===== config.mk =====
export PLATFORM = sky130hd
export DESIGN_NAME = burst_beat_seq
export DESIGN_NICKNAME = d
export VERILOG_FILES = /design/src/rtl/burst_seq_pkg.sv /design/src/rtl/burst_start_sel.sv /design/src/rtl/burst_beat_ctr.sv /design/src/rtl/burst_beat_seq.sv
export SDC_FILE = /design/constraint.sdc
export NUM_CORES = 1
export LEC_CHECK = 0
export ABC_AREA = 1
export ABC_CLOCK_PERIOD_IN_PS = 1600
export BUFFER_PORTS_ARGS = -buffer_cell sky130_fd_sc_hd__buf_4
export CAP_MARGIN = 20
export CELL_PAD_IN_SITES_DETAIL_PLACEMENT = 0
export CELL_PAD_IN_SITES_GLOBAL_PLACEMENT = 2
export CORE_MARGIN = 2
export CORE_UTILIZATION = 22
export CTS_CLUSTER_SIZE = 24
export DETAILED_ROUTE_END_ITERATION = 8
export PLACE_DENSITY_LB_ADDON = 0.2
export SLEW_MARGIN = 40
export SYNTH_ARGS = -nofsm -noshare
export SYNTH_HDL_FRONTEND = slang
export SYNTH_HIERARCHICAL = 1
export SYNTH_SLANG_ARGS = --single-unit

===== constraint.sdc =====
create_clock -name clk -period 1.6 [get_ports clk]
set_input_delay 0.24 -clock clk [delete_from_list [all_inputs] [get_ports clk]]
set_output_delay 0.24 -clock clk [all_outputs]
set_load 0.01 [all_outputs]

===== src/rtl/burst_seq_pkg.sv =====
package burst_seq_pkg;

  typedef enum logic {
    SEQ_IDLE  = 1'b0,
    SEQ_BURST = 1'b1
  } seq_state_t;

  // Order selected for a burst
  typedef enum logic {
    ORD_CRITICAL = 1'b0,
    ORD_ZERO     = 1'b1
  } seq_order_t;

endpackage


===== src/rtl/burst_start_sel.sv =====
module burst_start_sel #(
  parameter int ADDR_W = 32,
  parameter int IDX_W  = 2,
  parameter int OFS_W  = 3
) (
  input  logic [ADDR_W-1:0] addr,
  input  logic              is_write,
  input  logic              intervene,
  output logic [IDX_W-1:0]  start_idx,
  output logic              ofs_bad
);
  import burst_seq_pkg::*;

  seq_order_t order;

  always_comb begin
    order     = (is_write && !intervene) ? ORD_ZERO : ORD_CRITICAL;
    start_idx = (order == ORD_ZERO) ? '0 : addr[OFS_W+IDX_W-1:OFS_W];
    ofs_bad   = |addr[OFS_W-1:0];
  end

endmodule


===== src/rtl/burst_beat_ctr.sv =====
module burst_beat_ctr #(
  parameter int BEATS = 4,
  parameter int IDX_W = 2
) (
  input  logic             clk,
  input  logic             rst,
  input  logic             load,
  input  logic [IDX_W-1:0] start_idx,
  input  logic             adv,
  output logic [IDX_W-1:0] idx,
  output logic             last
);

  logic [IDX_W-1:0] cnt;

  always_ff @(posedge clk) begin
    if (rst) begin
      cnt <= '0;
      idx <= '0;
    end else if (load) begin
      cnt <= '0;
      idx <= start_idx;
    end else if (adv && !last) begin
      cnt <= cnt + 1'b1;
      idx <= idx + 1'b1;
    end
  end

  assign last = (cnt == IDX_W'(BEATS - 1));


  step_wrap_chk: assert property (@(posedge clk) disable iff (rst)
    (adv && !last && !load) |=> (idx == $past(idx) + 1'b1));


  hold_idx_chk: assert property (@(posedge clk) disable iff (rst)
    (!adv && !load) |=> ($stable(idx) && $stable(cnt)));

endmodule


===== src/rtl/burst_beat_seq.sv =====
module burst_beat_seq #(
  parameter int ADDR_W     = 32,
  parameter int LINE_BYTES = 32,
  parameter int BEAT_BYTES = 8
) (
  input  logic                                        clk,
  input  logic                                        rst,
  input  logic                                        req_valid,
  input  logic [ADDR_W-1:0]                           req_addr,
  input  logic                                        req_write,
  input  logic                                        req_intervene,
  input  logic                                        data_ack,
  output logic                                        req_accept,
  output logic                                        req_error,
  output logic                                        beat_valid,
  output logic [$clog2(LINE_BYTES/BEAT_BYTES)-1:0]    beat_idx,
  output logic [ADDR_W-1:0]                           beat_addr,
  output logic                                        beat_last
);
  import burst_seq_pkg::*;

  localparam int BEATS    = LINE_BYTES / BEAT_BYTES;
  localparam int IDX_W    = $clog2(BEATS);
  localparam int OFS_W    = $clog2(BEAT_BYTES);
  localparam int LINE_LSB = OFS_W + IDX_W;

  seq_state_t                 state;
  logic [ADDR_W-1:LINE_LSB]   line_q;
  logic [IDX_W-1:0]           start_idx;
  logic [IDX_W-1:0]           cur_idx;
  logic                       ofs_bad;
  logic                       cnt_last;
  logic                       take;
  logic                       take_ok;
  logic                       adv;

  burst_start_sel #(
    .ADDR_W (ADDR_W),
    .IDX_W  (IDX_W),
    .OFS_W  (OFS_W)
  ) u_start (
    .addr      (req_addr),
    .is_write  (req_write),
    .intervene (req_intervene),
    .start_idx (start_idx),
    .ofs_bad   (ofs_bad)
  );

  assign take    = req_valid && (state == SEQ_IDLE);
  assign take_ok = take && !ofs_bad;
  assign adv     = beat_valid && data_ack;

  burst_beat_ctr #(
    .BEATS (BEATS),
    .IDX_W (IDX_W)
  ) u_ctr (
    .clk       (clk),
    .rst       (rst),
    .load      (take_ok),
    .start_idx (start_idx),
    .adv       (adv),
    .idx       (cur_idx),
    .last      (cnt_last)
  );

  always_ff @(posedge clk) begin
    if (rst) begin
      state      <= SEQ_IDLE;
      req_accept <= 1'b0;
      req_error  <= 1'b0;
      line_q     <= '0;
    end else begin
      req_accept <= take_ok;
      req_error  <= take && ofs_bad;
      if (take_ok) begin
        state  <= SEQ_BURST;
        line_q <= req_addr[ADDR_W-1:LINE_LSB];
      end else if (adv && cnt_last) begin
        state <= SEQ_IDLE;
      end
    end
  end

  assign beat_valid = (state == SEQ_BURST);
  assign beat_idx   = cur_idx;
  assign beat_last  = beat_valid && cnt_last;
  assign beat_addr  = {line_q, cur_idx, {OFS_W{1'b0}}};


  err_no_burst_chk: assert property (@(posedge clk) disable iff (rst)
    req_error |-> (!beat_valid && !req_accept));


  accept_first_beat_chk: assert property (@(posedge clk) disable iff (rst)
    req_accept |-> (beat_valid && !beat_last));


  plain_write_zero_chk: assert property (@(posedge clk) disable iff (rst)
    (req_accept && $past(req_write && !req_intervene)) |-> (beat_idx == '0));


  critical_start_chk: assert property (@(posedge clk) disable iff (rst)
    (req_accept && $past(!req_write || req_intervene))
      |-> (beat_idx == $past(req_addr[LINE_LSB-1:OFS_W])));


  last_ends_chk: assert property (@(posedge clk) disable iff (rst)
    (beat_last && data_ack) |=> !beat_valid);


  busy_ignore_chk: assert property (@(posedge clk) disable iff (rst)
    (beat_valid && !(data_ack && beat_last)) |=> (!req_accept && !req_error));

endmodule


==> summary.md <==
| Metric | Value |
|---|---|
| Initial Util | 22.6% |
| Worst path slowest cell | dfxtp_1 |
| Count leader, synth | nand2_1 |
| CP bufs+invs | 2 |
| Crit Reg-Reg Startpoint | beat_valid$_SDFFE_PP0P_ |
| Top cell type's share of synthesized area | 44.7% |
| CP Launch Point | u_ctr/cnt[0]$_SDFFE_PP0P_ |
| Final wirelength | 3650 um |
| Die Wd | 87.2 um |
| Synth async-reset ratio | 0% |
| Final #Nets | 342 |
| CP endpoint | beat_last |
| Int Pwr | 1460 uW |
| Ys Warns | 6 |
| Dominant synthesized flop cell | dfxtp_1 |
| Clock root buffer | clkbuf_8 |
| Wire per inst | 9.49 um |
| CP Max Fanout | 3 |
| # DRC | 0 |
| Setup bufs post-CTS | 0 |
| Post-Syn Area | 1520 um^2 |
| Sequential Power Share | 46.7% |
| RSZ-0062 raised after global routing | no |
| Vias in the first global route | 1,324 |
| Maxcap violations | 0 |
| Fillcell total | 767 |
| Net Sw Power | 447 uW |
| Outcome | finished, final reports clean |
| Final Max Slew Viols | 0 |
| Row Count | 30 |
| GRT overflow | 0 |
| Layout cells sized above 1 | 29.6% |
| Cell family with most CP delay | flip-flops |
| Vias per cell | 3.71 |
| Number of hold buffers added after cts | 0 |
| Worst path depth | 4 |
| H-tree Lvls | 2 |
| TritonCTS Buffers | 5 |
| First DRT Iteration DRCs | 32 |
| Clk network pwr share | 40.9% |
| # setup viols final | 0 |
| First-pass GRT wire length | 5980 um |
| Post_cts resized | 0 |
| Reg2reg end | u_ctr/idx[1]$_SDFFE_PP0P_ |
| Vias | 1,425 |
| Clk slew on worst S/H paths | 0.07 ns |
| Seq/Total Area, Yosys | 44.7% |
| Leakage | 0.00126 uW |
| Maximum vdd drop | 0.332 mV |
| Combinational power share | 12.4% |
| Clock sink count | 34 |
| TNS Setup | 0 ns |
| Pre-antenna DRT Iters | 4 |
| Core ar. | 6760 um^2 |
| Hold path startpoint | rst |
| Gr usage total | 10.1% |
| Crit path capture type | primary output |
| Worst-case clock buffer depth | 2 |
| Dominant cells by area after synthesis | dfxtp_1, nand2_1, nor2_1, inv_1, buf_4 |
| WP data arrival | 1.07 ns |
| Number of port buffers | 72 |
| Cell taking the most area after synthesis | dfxtp_1 |
| Fmax | 0.764 GHz |
| CTS tree | done |
| Largest net degree at the start of global routing | 43 |
| Die Height | 87.2 um |
| Final Skew | 0.00363 ns |
| Yosys reg bits | 34 |
| Switch share | 23.4% |
| Fin crit share | 81.8% |
| Setup CP Type | flop to primary output |
| Die area | 7610 um^2 |
| Type of the most critical hold path | input pin to flop |
| Post-Synthesis Cells | 231 |
| Critical-path cell list | ha_1, nand2_1, inv_1, buf_4 |
| HPWL Detailed | 2590 um |
| Final Cell Area | 2220 um^2 |
| Min Clock Period, post-route | 1.31 ns |
| Initial antenna violation count | 0 |
| CP peak stage delay | 0.32 ns |
| Antenna-violating nets left | 0 |
| Area grow syn2layout | 45.5% |
| Top Ports | 76 |
| Clk_lat worst skew | 0.28 ns |
| Setup crit start kind | flop |
| Synth top cells by count | nand2_1, nor2_1, inv_1 |
| Routability Congestion | 0.666 |
| CP required | 1.36 ns |
| Area after DPL | 2110 um^2 |
| Inserted Diodes | 0 |
| Reg2Reg Depth | 6 |
| PD cells | 861 nW/um^2 |
| Unique cell type count in the Yosys netlist | 21 |
| Syn Area/Cell | 6.60 um^2 |
| Post-synth EDFFs | 0 |
| Internal reg-to-reg setup slack | 0.41 ns |
| Fin. Hold Viols | 0 |
layout by cell type (no fill, tap or decap):
cell type and count:
buf_4 75, a21oi_2 1, xor2_1 1, nand3_2 1
nand2_1 65, dfxtp_1 34, bufinv_16 1, clkinv_2 2
clkbuf_8 5, nand2_2 2, or2_0 1, inv_2 2
inv_1 36, a21oi_1 5, or2_1 1, nor2_1 62
ha_1 1, buf_12 1, clkinv_1 1, o21ai_0 1
conb_1 3, nand3_1 3
power groups by stage:
stage	Clock (uW)	Sequential (uW)	Combinational (uW)
3_3_place_gp	0	913	240
3_5_place_dp	0	913	240
2_1_floorplan	0	924	98.3
5_1_grt	857	897	267
6_report	781	893	237
4_1_cts	820	893	241
routing by layer:
metal	up-vias	wire, um	track usage, %
met1	581	1780	12.8
li1	794	-	-
met4	0	74	5.03
met2	43	1510	15.4
met3	7	283	3.41
met5	-	0	0
metrics by stage:
stage	utilization, %	setup WS, ns	power [uW]	cells	hold WS (ns)
final	32.8	0.291	1910	384	0.162
after floorplan	-	0.244	1020	233	0.302
after global placement	31.2	0.340	1150	376	0.459
after global routing	32.8	0.213	2020	384	0.167
after CTS	32.8	0.271	1950	384	0.154
after detailed placement	31.2	0.338	1150	376	0.461
cells by family after synthesis:
kind of cell,Yosys count,synth area share (%)
xor gates and xnor gates,1,0.575
other,1,0.246
and+or+nand+nor,135,34.6
AOI/OAI and AO/OA,7,2.54
DFF,34,44.7
adders and majority gates,1,0.821
buffers and inverters,52,16.6
final cells by class:
type / count / area, um^2 / share of cell area [%]
Clock buffer: 5 / 68.8 / 3.10
Clock inverter: 3 / 40.0 / 1.81
Inverter: 39 / 146 / 6.60
Tap cell: 80 / 100 / 4.51
Sequential cell: 34 / 681 / 30.7
Multi-Input combinational cell: 147 / 598 / 27.0
Timing Repair Buffer: 76 / 583 / 26.3
how the worst min path moves through the flow:
stage | to | slack [ns] | cells past startpoint
finish | u_ctr/idx[0]$_SDFFE_PP0P_ | 0.16 | 2
global route | line_q[13]$_SDFFE_PP0P_ | 0.17 | 3
CTS | u_ctr/idx[0]$_SDFFE_PP0P_ | 0.15 | 2
detailed placement | u_ctr/cnt[1]$_SDFFE_PP0P_ | 0.46 | 2
global placement | u_ctr/cnt[1]$_SDFFE_PP0P_ | 0.46 | 2
floorplan | u_ctr/idx[0]$_SDFFE_PP0P_ | 0.30 | 1
registers in the layout (all words and copies together) (netlist names):
name	cells
u_ctr/cnt	2
line_q	27
req_error	1
req_accept	1
u_ctr/idx	2
beat_valid	1
Power figures use the tool's default switching activity.
